### src/rtl/cwh_pkg.sv
package cwh_pkg;
  typedef enum logic [1:0] {
    BRK_FULL = 2'd0,
    BRK_SEMI = 2'd1,
    BRK_AUTO = 2'd2
  } brk_kind_e;
endpackage

### src/rtl/cwh_rate_avg.sv
// Key-closure pulse generator and shift-weighted exponential average.
module cwh_rate_avg #(
  parameter int PULSE_TICKS = 8,
  parameter int AVG_W       = 20,
  parameter int AVG_SHIFT   = 11
) (
  input  logic             clk,
  input  logic             rst,
  input  logic             tick,
  input  logic             key_in,
  input  logic             auto_en,
  output logic [AVG_W-1:0] avg_q
);
  localparam int PULSE_W = $clog2(PULSE_TICKS + 1);
  localparam logic [AVG_W-1:0] FULL_SCALE = '1;

  logic               key_prev;
  logic [PULSE_W-1:0] pulse_cnt;
  logic               press;
  logic               pulse_on;

  assign press    = key_in && !key_prev;
  assign pulse_on = (pulse_cnt != '0);

  always_ff @(posedge clk) begin
    if (rst) begin
      key_prev  <= 1'b0;
      pulse_cnt <= '0;
    end else begin
      key_prev <= key_in;
      if (press)
        pulse_cnt <= PULSE_W'(PULSE_TICKS);
      else if (tick && pulse_on)
        pulse_cnt <= pulse_cnt - 1'b1;
    end
  end

  // The filter step uses the pulse state from before this edge.
  always_ff @(posedge clk) begin
    if (rst || !auto_en)
      avg_q <= '0;
    else if (tick) begin
      if (pulse_on)
        avg_q <= avg_q + ((FULL_SCALE - avg_q) >> AVG_SHIFT);
      else
        avg_q <= avg_q - (avg_q >> AVG_SHIFT);
    end
  end
endmodule

### src/rtl/cwh_hold_select.sv
// Picks the hang length: full, one of the semi levels, or rate-derived.
module cwh_hold_select
  import cwh_pkg::*;
#(
  parameter int SEL_W      = 3,
  parameter int HOLD_W     = 11,
  parameter int QUO_W      = 12,
  parameter int FULL_HOLD  = 2,
  parameter int SEMI_MIN   = 150,
  parameter int SEMI_STEP  = 100,
  parameter int AUTO_SCALE = 45875,
  parameter int AUTO_MIN   = 100,
  parameter int AUTO_MAX   = 1200
) (
  input  logic [SEL_W-1:0]  mode_sel,
  input  logic              auto_en,
  input  logic [QUO_W-1:0]  avg_hi,
  output logic [HOLD_W-1:0] hold_ticks
);
  localparam int LEVELS = 2 ** SEL_W;

  logic [HOLD_W-1:0] level_tab [LEVELS];
  brk_kind_e         kind;
  logic [31:0]       quo;
  logic [HOLD_W-1:0] auto_hold;

  for (genvar g = 0; g < LEVELS; g++) begin : g_lvl
    if (g == 0) begin : g_full
      assign level_tab[g] = HOLD_W'(FULL_HOLD);
    end else begin : g_semi
      assign level_tab[g] = HOLD_W'(SEMI_MIN + (LEVELS - 1 - g) * SEMI_STEP);
    end
  end

  always_comb begin
    if (auto_en)               kind = BRK_AUTO;
    else if (mode_sel == '0)   kind = BRK_FULL;
    else                       kind = BRK_SEMI;
  end

  always_comb begin
    if (avg_hi == '0)
      quo = 32'(AUTO_MAX);
    else
      quo = 32'(AUTO_SCALE) / 32'(avg_hi);
    if (quo < 32'(AUTO_MIN))
      auto_hold = HOLD_W'(AUTO_MIN);
    else if (quo > 32'(AUTO_MAX))
      auto_hold = HOLD_W'(AUTO_MAX);
    else
      auto_hold = quo[HOLD_W-1:0];
  end

  always_comb begin
    unique case (kind)
      BRK_AUTO: hold_ticks = auto_hold;
      default:  hold_ticks = level_tab[mode_sel];
    endcase
  end
endmodule

### src/rtl/cwh_hold_timer.sv
// Transmit request with tick-paced hang counter, reloaded while keyed.
module cwh_hold_timer #(
  parameter int HOLD_W = 11
) (
  input  logic              clk,
  input  logic              rst,
  input  logic              tick,
  input  logic              key_in,
  input  logic [HOLD_W-1:0] hold_ticks,
  output logic              tx_req,
  output logic              key_gate
);
  logic [HOLD_W-1:0] hang_cnt;

  always_ff @(posedge clk) begin
    if (rst) begin
      tx_req   <= 1'b0;
      key_gate <= 1'b0;
      hang_cnt <= '0;
    end else begin
      key_gate <= key_in;
      if (key_in) begin
        tx_req   <= 1'b1;
        hang_cnt <= hold_ticks;
      end else if (tx_req && tick) begin
        if (hang_cnt <= HOLD_W'(1)) begin
          tx_req   <= 1'b0;
          hang_cnt <= '0;
        end else begin
          hang_cnt <= hang_cnt - 1'b1;
        end
      end
    end
  end
endmodule

### src/rtl/cw_hang_timer.sv
module cw_hang_timer #(
  parameter int SEL_W       = 3,
  parameter int HOLD_W      = 11,
  parameter int FULL_HOLD   = 2,
  parameter int SEMI_MIN    = 150,
  parameter int SEMI_STEP   = 100,
  parameter int PULSE_TICKS = 8,
  parameter int AVG_W       = 20,
  parameter int AVG_SHIFT   = 11,
  parameter int QUO_W       = 12,
  parameter int AUTO_SCALE  = 45875,
  parameter int AUTO_MIN    = 100,
  parameter int AUTO_MAX    = 1200
) (
  input  logic             clk,
  input  logic             rst,
  input  logic             tick,
  input  logic             key_in,
  input  logic             auto_en,
  input  logic [SEL_W-1:0] mode_sel,
  output logic             tx_req,
  output logic             key_gate
);
  logic [AVG_W-1:0]  avg_w;
  logic [HOLD_W-1:0] hold_w;

  cwh_rate_avg #(
    .PULSE_TICKS(PULSE_TICKS), .AVG_W(AVG_W), .AVG_SHIFT(AVG_SHIFT)
  ) u_avg (
    .clk(clk), .rst(rst), .tick(tick), .key_in(key_in),
    .auto_en(auto_en), .avg_q(avg_w)
  );

  cwh_hold_select #(
    .SEL_W(SEL_W), .HOLD_W(HOLD_W), .QUO_W(QUO_W), .FULL_HOLD(FULL_HOLD),
    .SEMI_MIN(SEMI_MIN), .SEMI_STEP(SEMI_STEP), .AUTO_SCALE(AUTO_SCALE),
    .AUTO_MIN(AUTO_MIN), .AUTO_MAX(AUTO_MAX)
  ) u_sel (
    .mode_sel(mode_sel), .auto_en(auto_en),
    .avg_hi(avg_w[AVG_W-1 -: QUO_W]), .hold_ticks(hold_w)
  );

  cwh_hold_timer #(.HOLD_W(HOLD_W)) u_tmr (
    .clk(clk), .rst(rst), .tick(tick), .key_in(key_in),
    .hold_ticks(hold_w), .tx_req(tx_req), .key_gate(key_gate)
  );
endmodule

### config.mk
export PLATFORM = sky130hd
export DESIGN_NAME = cw_hang_timer
export DESIGN_NICKNAME = d
export VERILOG_FILES = /design/src/rtl/cwh_pkg.sv /design/src/rtl/cwh_rate_avg.sv /design/src/rtl/cwh_hold_select.sv /design/src/rtl/cwh_hold_timer.sv /design/src/rtl/cw_hang_timer.sv
export SDC_FILE = /design/constraint.sdc
export NUM_CORES = 1
export LEC_CHECK = 0
export BUFFER_PORTS_ARGS = -buffer_cell sky130_fd_sc_hd__buf_2
export CORE_MARGIN = 5
export CORE_UTILIZATION = 35
export DETAILED_ROUTE_END_ITERATION = 7
export PLACE_DENSITY = 0.62
export SYNTH_ARGS = -nofsm -noshare
export SYNTH_HDL_FRONTEND = slang
export SYNTH_SLANG_ARGS = --single-unit
### constraint.sdc
create_clock -name clk -period 90.3 [get_ports clk]
set_input_delay 13.545 -clock clk [delete_from_list [all_inputs] [get_ports clk]]
set_output_delay 13.545 -clock clk [all_outputs]
set_load 0.02 [all_outputs]
After elaboration in Yosys (flattened, before gate mapping):

Memories as Yosys holds them, arrays and structs flattened.
Cells that the tools add are included.

* output and inout bits: 2
* memories kept: 1
* bits in registers: 37
* bits of input ports: 8
* word-level logic and storage cells: 50
* ROM bits: 88

* reduce and logical (&&, ||, !) cells: 14
* div/mod/pow operators: 1
* $lt $le $gt $ge: 4
* mux-type cells: 17
* bitwise logic cells: 1
* equality and inequality tests: 1
* add/sub/neg operators: 5

Memory list
* (name not given): words 8, bits a word 11, read ports 1, clocked after Yosys merged registers in 0, write ports 0, RTL line cwh_hold_select.sv:57 `default: hold_ticks = level_tab[mode_sel];`

Operators with widths (number)
* 2-to-1 mux 11 bit: 8
* divider 16 x 12 -> 32 bit, first input constant: 1
* greater-than comparator 32 x 11 -> 1 bit, second input constant: 1
* less-than comparator 32 x 7 -> 1 bit, second input constant: 1
* 2-to-1 mux 32 bit: 1
* adder 20 x 9 -> 20 bit: 1
* 2-to-1 mux 20 bit: 1
* subtractor 20 bit, first input constant: 1
* subtractor 20 x 9 -> 20 bit: 1
* logical NOT 12 bit: 1
* less-or-equal comparator 11 x 1 -> 1 bit, second input constant: 1
* subtractor 11 x 1 -> 11 bit, second input constant: 1
* 2-to-1 mux 4 bit: 2
* nonzero test 2 bit: 3
* >= comparator 4 bit, second input constant: 1
* 2-to-1 mux 1 bit: 4
* inverter 3 -> 4 bit: 1
* nonzero test 4 bit: 1
* subtractor 4 x 1 -> 4 bit, second input constant: 1
* logical AND 1 bit: 3
* logical NOT 3 bit: 1
* == test 2 bit, second input constant: 1
* logical NOT 1 bit: 2
* 2-to-1 mux 2 bit: 1
* 3 further kinds: 3

Depth between registers and ports, before layout:

Gate-level depths: netlist of the first run.

* word-level depth: 7
* gate-level depth with buffers: 471
* gate-level depth less buffers: 433

By module:

From an unflattened synthesis of the first run, not the netlist that was laid out.

* cells, all modules: 3823
* area total of the unflattened synthesis: 26485.4 um2

Modules (own cells, without submodules)
* cwh_hold_select: cells an instance 3461, sequential area each 0.0 um2, area each 23526.3 um2, instances 1
* cwh_rate_avg: cells an instance 280, sequential area each 500.5 um2, area each 2198.4 um2, instances 1
* cwh_hold_timer: cells an instance 82, sequential area each 260.2 um2, area each 760.7 um2, instances 1

Worst setup path before layout of the first run:

No wires, ideal clock.

* kind: register to register
* from: reg u_avg.avg_q[8]
* to: reg u_tmr.hang_cnt[9]
* library setup time: 0.078 ns
* data required time: 90.222 ns
* buffers on the path: 44
* path slack: 6.107 ns
* data arrival time: 84.115 ns
* period minus slack after synthesis: 84.193 ns
* stages on the path, launching flop included: 458
* cell sequence: dfxtp_1 > buf_2 > clkbuf_1 > clkinv_1 > clkbuf_1 > buf_1 > buf_1 > ha_1 > nor2b_1 > and3_1 > ha_1 > a21oi_1 > o2bb2ai_1 > and2_1 > ha_1 > o211ai_1 > and2_1 > clkbuf_1 > [... 422 more ...] > nor2b_1 > o21ai_0 > nand2b_1 > a21oi_1 > nor2b_1 > o21ai_0 > nand2b_1 > a21oi_1 > nor2b_1 > o21ai_0 > nand2b_1 > a21oi_1 > nand4_1 > a2111oi_0 > nand3b_4 > o21ai_2 > a311oi_1 > nor3_1

* word-level cells in the longest chain between the ends: 7
* elaborated cells on any way between the ends: 9
* classes of those cells: div (1); order compare (2); mux (5); reduce/logical (1)

RTL lines
* from (decl): RTL line cwh_rate_avg.sv:12 `output logic [AVG_W-1:0] avg_q`
* from (signal assigned): RTL line cwh_rate_avg.sv:44 `avg_q <= avg_q + ((FULL_SCALE - avg_q) >> AVG_SHIFT);`
* from (signal assigned): RTL line cwh_rate_avg.sv:46 `avg_q <= avg_q - (avg_q >> AVG_SHIFT);`
* divider 16 x 12 -> 32 bit or logical NOT 12 bit (tied branches): RTL line cwh_hold_select.sv:45, cwh_hold_select.sv:42
* 2-to-1 mux 32 bit *: RTL line cwh_hold_select.sv:42 `if (avg_hi == '0)`
* greater-than comparator 32 x 11 -> 1 bit: RTL line cwh_hold_select.sv:48 `else if (quo > 32'(AUTO_MAX))`
* 2-to-1 mux 11 bit: RTL line cwh_hold_select.sv:48
* 2-to-1 mux 11 bit *: RTL line cwh_hold_select.sv:46 `if (quo < 32'(AUTO_MIN))`
* 2-to-1 mux 11 bit *: RTL line cwh_hold_select.sv:55 `unique case (kind)`
* 2-to-1 mux 11 bit *: RTL line cwh_hold_timer.sv:22 `if (key_in) begin`
* to (signal assigned): RTL line cwh_hold_timer.sv:24 `hang_cnt <= hold_ticks;`
* to (signal assigned): RTL line cwh_hold_timer.sv:30 `hang_cnt <= hang_cnt - 1'b1;`
* to (decl): RTL line cwh_hold_timer.sv:13 `logic [HOLD_W-1:0] hang_cnt;`

Every way passes the cells marked *; elsewhere a longest branch is shown, timed or not.
A chain may end at the register's enable or synchronous reset.

Worst setup path after layout of the first run:

* from: reg u_avg.avg_q[18]
* to: reg u_tmr.hang_cnt[7]

The elaborated chain is that of the path after synthesis.

==> reports/qor.txt, run 1 <==
Top FF cell, synth -> dfxtp_1
Clk_lat worst skew -> 0.29 ns
Post-synth EDFFs -> 0
Clock Skew -> 0.00650 ns
Worst Slack Setup Final -> 6.55 ns
Final wirelength -> 78.9 mm
Average cell area after synthesis -> 6.86 sq um
Crit start category -> register
Final Non-Filler Cells -> 4732
Worst min path class -> reg2reg
Max-cap viol count -> 0
Clock tree root driver cell -> clkbuf_16
IO Count -> 10
Hold WS -> 0.496 ns
Worst path arrival time -> 83.91 ns
DP Cell Count -> 4679
Vias -> 28200
Total global routing overflow -> 0
GPL Wtd Cong -> 0.929
Die ar. -> 79500 sq um
Total CTS buffers -> 5
Worst Tran Pin Value -> 0.983 ns
Setup slack at placement -> -2.36 ns
Hpwl dp -> 60.3 mm
DR iter-0 viols -> 1926
Placed inst area -> 26900 sq um
Number of global-route vias before repair -> 25400
Clock Sinks -> 37
Layout net count -> 4097
Core box area -> 73200 sq um
Largest net degree at the start of global routing -> 40
Post-DR wirelength/cell -> 16.7 um
Yosys reg bits -> 37
Mapped cell area -> 25900 sq um
Die X -> 282 um
Count of different cell masters after synthesis -> 140
Design area -> 27900 sq um
Rows -> 99
Share of cells above drive strength 1 -> 0.0941
Max frequency -> 0.0119 GHz
Die Ht -> 282 um
CP Max Fanout -> 36
Synthesized instance count -> 3774
Fin. max-slew vios -> 0
Worst setup EP type -> register
Endpoints failing hold -> 0
Ys async rst share -> 0
Initial antenna violation count -> 0
Total GRT Usage -> 0.185
Setup CP Type -> reg2reg
Final min period -> 83.75 ns
# diodes -> 0
Clock Pin Slew Worst Setup and Hold Paths -> 0.06 ns
# setup viols final -> 0
Post-CTS Hold Buffers -> 0
Initial core utilization -> 0.354
Seq/Total Area, Yosys -> 0.0286
CP max stage cell -> or4_4
TritonCTS clock tree -> yes
Slew HR -> 0.326
Vias/cell -> 5.97
First-pass GRT wire length -> 127 mm
Status -> complete, no violations
Post-Syn Nets -> 4099
Area Overhead vs Synth -> 7.90%
DRC -> 0
PortBufs -> 9
Yosys warns -> 0
Clock Path Buffers -> 2
CP peak stage delay -> 0.68 ns
H-tree levels -> 2
Drt first pass iters -> 5
Worst Path Required -> 90.46 ns
Detail Route Antenna Nets -> 0
Final worst-path cycle share -> 0.927
Most frequent CP cell -> o21a_1
## timing repair
action,in CTS,in global routing
setup buffers,1,41
hold endpoints to repair,0,0
cloned,0,3
gates resized for setup,14,98
pin swaps,1,16
setup endpoints to repair,8,10
## registers in the layout, indices dropped and copies added (netlist names)
signal           cells
u_tmr.key_gate       1
u_avg.avg_q         20
u_tmr.tx_req         1
u_tmr.hang_cnt      11
u_avg.pulse_cnt      4
## worst max-delay path, delay by kind of cell, from the launching register on
family,cells,cell delay (ns)
compound gates,231,46.00
simple gates,145,23.48
fa+ha+maj,30,9.45
buf+inv,17,3.04
mux,3,1.03
flops,1,0.44
## cells by family (layout without fill, tap and decap cells)
group / count (synthesis) / after routing / share of synthesized area
compound gates: 1330 / 1330 / 0.350
xor+xnor: 253 / 253 / 0.0862
fa+ha+maj: 317 / 317 / 0.154
buf+inv: 240 / 236 / 0.0399
flops: 37 / 37 / 0.0286
mux: 126 / 126 / 0.0526
simple gates: 1471 / 1474 / 0.289
## cell type report
cell class,count,area [sq um]
clock buffers,6,139
clock inverters,2,13.8
fillers,7685,45300
inverters,133,499
multi-input cells,3500,24600
flip-flops and latches,37,742
well taps,959,1200
repair buffers,95,703
## path summary, 6_finish.rpt
path                                     start                             end  slack [ns]  cells past startpoint
setup / recovery  u_avg.avg_q[18]$_SDFFE_PP0P_  u_tmr.hang_cnt[7]$_SDFFE_PP0P_        6.55                    426
hold reg to reg    u_avg.avg_q[2]$_SDFFE_PP0P_     u_avg.avg_q[2]$_SDFFE_PP0P_        0.50                      2
hold / removal     u_avg.avg_q[2]$_SDFFE_PP0P_     u_avg.avg_q[2]$_SDFFE_PP0P_        0.50                      2
setup reg to reg  u_avg.avg_q[18]$_SDFFE_PP0P_  u_tmr.hang_cnt[7]$_SDFFE_PP0P_        6.55                    426
## per-layer routing
metal  global-route usage  routed length (um)
met2                0.315               36000
met1                0.264               38500
met5                    0                   0
met4               0.0287                1180
met3              0.00811                3110
## layout by cell type, fill, tap and decap left out, types with 11 or more instances in the layout
cell type  Yosys  routed
a21oi_1      318     309
mux2i_1       59      59
o21ai_0      214     207
nand2_1      281     276
o2111ai_1     12      12
o22ai_1       14      14
a211oi_2       3      11
o211ai_1      37      37
nand2b_1     101     101
and3_1        39      36
inv_1        130     130
and2_1        55      54
o21ai_1       40      44
nor4_1        36      34
nor2_1       450     443
ha_1         316     315
or4_1         15      14
a21o_1       140     139
o31ai_1       72      69
a311oi_1      17      16
a31oi_1       44      44
mux2_2        57      57
buf_4         17      85
or3_1         33      32
o21bai_1      29      29
nor3_1       146     140
nor2b_1       43      41
o31a_1        20      18
nand3_1      102      98
nand4_1       35      35
a21boi_0      15      15
or2_2         27      27
a211oi_1      36      27
o211a_1       11      11
xnor2_1      177     177
xor2_1        74      74
dfxtp_1       37      36
o21a_1       135     131
## Yosys cell counts (all sizes together) (39+ instances only)
| cell type | n | area share |
|---|---|---|
| mux2i | 60 | 0.024 |
| o31ai | 76 | 0.023 |
| nor3 | 153 | 0.031 |
| ha | 316 | 0.15 |
| mux2 | 66 | 0.029 |
| nor4 | 46 | 0.014 |
| xor2 | 74 | 0.025 |
| o21ai | 256 | 0.050 |
| o21a | 135 | 0.039 |
| nand2b | 102 | 0.025 |
| and3 | 40 | 0.0097 |
| a21oi | 322 | 0.063 |
| inv | 130 | 0.019 |
| a21o | 141 | 0.041 |
| clkbuf | 50 | 0.0073 |
| o211ai | 40 | 0.012 |
| a31oi | 46 | 0.012 |
| xnor2 | 179 | 0.061 |
| nor2b | 43 | 0.010 |
| nand2 | 281 | 0.041 |
| nor2 | 452 | 0.066 |
| nand3 | 103 | 0.020 |
| a211oi | 39 | 0.012 |
| and2 | 56 | 0.014 |
| buf | 56 | 0.013 |
## stage by stage
stage,setup TNS (ns),util
global placement,-10.02,0.368
finish,0,0.381
floorplan,0,-
detailed placement,-18.19,0.368
global route,-2.36,0.381
CTS,0,0.371
Power of run 1 is not shown: default switching activity piles up to over one toggle a cycle in this logic, so the estimate is an artifact.
==> run 2: changes to the inputs <==
Settings changed: CORE_UTILIZATION 35 to 47, PLACE_DENSITY 0.62 to 0.75.
==> run 2 against run 1 <==
Critical path depth rose by 4. Non-clock buffer count fell by 15. Die area fell by 25%. Critical path type unchanged. Sequential share of layout area rose by 0.052 points. Wire length fell by 5.2%. Via count rose by 0.27%. Maximum frequency fell by 0.66%. Global-route usage rose by 4.7 points.
==> reports/qor.txt, run 2 (synthesis results as in run 1) <==
Status -> complete, no violations
Worst Tran Pin Value -> 1.06 ns
Top flop regs -> u_avg.avg_q: 20 flops, u_tmr.hang_cnt: 11 flops, u_avg.pulse_cnt: 4 flops
Largest net degree at the start of global routing -> 67
Reg with most FFs -> u_avg.avg_q
Slew HR -> 0.284
Clock tree root driver cell -> clkbuf_16
Total CTS buffers -> 5
Initial core utilization -> 0.473
Post-DR wirelength/cell -> 16.8 um
Total GRT Usage -> 0.231
Design area -> 27400 sq um
CP Max Fanout -> 33
Hold WS -> 0.498 ns
Core box area -> 54800 sq um
Total global routing overflow -> 0
Die Ht -> 245 um
Crit start category -> register
Clock Skew -> 0.0101 ns
Worst Path Required -> 90.45 ns
DP Cell Count -> 4429
Post-CTS Hold Buffers -> 0
Worst Slack Setup Final -> 6.00 ns
Worst R2R End -> u_tmr.hang_cnt[7]$_SDFFE_PP0P_
Clock Pin Slew Worst Setup and Hold Paths -> 0.06 ns
Layout net count -> 4079
Hold path start -> u_avg.avg_q[2]$_SDFFE_PP0P_
First-pass GRT wire length -> 123 mm
Area Overhead vs Synth -> 5.85%
H-tree levels -> 2
Final Non-Filler Cells -> 4459
PortBufs -> 9
Worst-case reg-to-reg path depth -> 430
R2r setup slk -> 6.00 ns
IO Count -> 10
Max frequency -> 0.0119 GHz
Die X -> 245 um
Max-cap viol count -> 0
Worst setup EP type -> register
DR iter-0 viols -> 2089
Fin. max-slew vios -> 0
CP peak stage delay -> 0.68 ns
Final min period -> 84.30 ns
Initial antenna violation count -> 0
Worst min path class -> reg2reg
DRC -> 0
Setup slack at placement -> 0.704 ns
Critical path buffer and inverter count -> 21
Number of global-route vias before repair -> 25500
Delay-heaviest family, CP -> compound AO/OA/AOI/OAI gates
Share of cells above drive strength 1 -> 0.0874
Hold Path Stages -> 2
Placed inst area -> 26600 sq um
Drt first pass iters -> 6
GPL Wtd Cong -> 0.936
Most frequent CP cell -> o21a_1
Most frequent cells in the layout -> 444 x nor2_1, 315 x ha_1, 309 x a21oi_1
Commonest non-fill, non-tap cell in the layout -> nor2_1
Hold EP -> u_avg.avg_q[2]$_SDFFE_PP0P_
Clock Path Buffers -> 2
Final worst-path cycle share -> 0.934
Final wirelength -> 74.7 mm
Endpoints failing hold -> 0
Hpwl dp -> 57.4 mm
Clock Sinks -> 37
Detail Route Antenna Nets -> 0
Rows -> 86
Vias/cell -> 6.35
Die ar. -> 59900 sq um
Vias -> 28300
Max FFs per register -> 20
RR Startpoint -> u_avg.avg_q[9]$_SDFFE_PP0P_
Setup CP Type -> reg2reg
TritonCTS clock tree -> yes
# setup viols final -> 0
CP max stage cell -> or4_4
Fillers -> 5373
Clk_lat worst skew -> 0.28 ns
Worst path arrival time -> 84.45 ns
# diodes -> 0
## run 2: timing repair
| item | CTS | global route |
|---|---|---|
| gates resized for setup | 0 | 96 |
| setup endpoints to repair | 0 | 10 |
| endpoints found under the hold margin | 0 | 0 |
| setup buffers | 0 | 22 |
## run 2: worst max path at each step
stage                                start                             end  slack [ns]  cells past startpoint
2_1_floorplan  u_avg.avg_q[8]$_SDFFE_PP0P_  u_tmr.hang_cnt[9]$_SDFFE_PP0P_        6.11                    457
3_3_place_gp   u_avg.avg_q[9]$_SDFFE_PP0P_  u_tmr.hang_cnt[4]$_SDFFE_PP0P_        2.38                    425
3_5_place_dp   u_avg.avg_q[9]$_SDFFE_PP0P_  u_tmr.hang_cnt[7]$_SDFFE_PP0P_        0.70                    427
4_1_cts        u_avg.avg_q[9]$_SDFFE_PP0P_  u_tmr.hang_cnt[7]$_SDFFE_PP0P_        0.25                    427
5_1_grt        u_avg.avg_q[9]$_SDFFE_PP0P_  u_tmr.hang_cnt[7]$_SDFFE_PP0P_       -0.39                    435
6_report       u_avg.avg_q[9]$_SDFFE_PP0P_  u_tmr.hang_cnt[7]$_SDFFE_PP0P_        6.00                    430
## run 2: worst min-delay path: cells and delay by family (launching register included)
kind	cells	cell delay (ns)
AO/OA/AOI/OAI	1	0.05
AND/OR/NAND/NOR	1	0.08
flip-flops	1	0.32
## run 2: cell type report
type	count	area [sq um]	share of cell area
clock inverter	2	15.0	0.000548
sequential	37	742	0.0271
clock buffer	6	129	0.00470
tap	704	881	0.0322
timing repair buffer	80	594	0.0217
multi-input combinational	3497	24500	0.896
inverter	133	499	0.0182
## run 2: stage by stage
step | setup TNS [ns] | utilization
6_report | 0 | 0.500
2_1_floorplan | 0 | -
5_1_grt | -2.42 | 0.500
4_1_cts | 0 | 0.489
3_5_place_dp | 0 | 0.486
3_3_place_gp | 0 | 0.486
## run 2: per-layer routing
| metal | track usage | share of wire | vias to the layer above |
|---|---|---|---|
| met4 | 0.0530 | 0.025 | 0 |
| met2 | 0.392 | 0.45 | 941 |
| met1 | 0.323 | 0.47 | 13000 |
| li1 | - | - | 14200 |
| met5 | 0 | 0 | - |
| met3 | 0.0161 | 0.061 | 153 |
Power of run 2 is left out for the same reason.
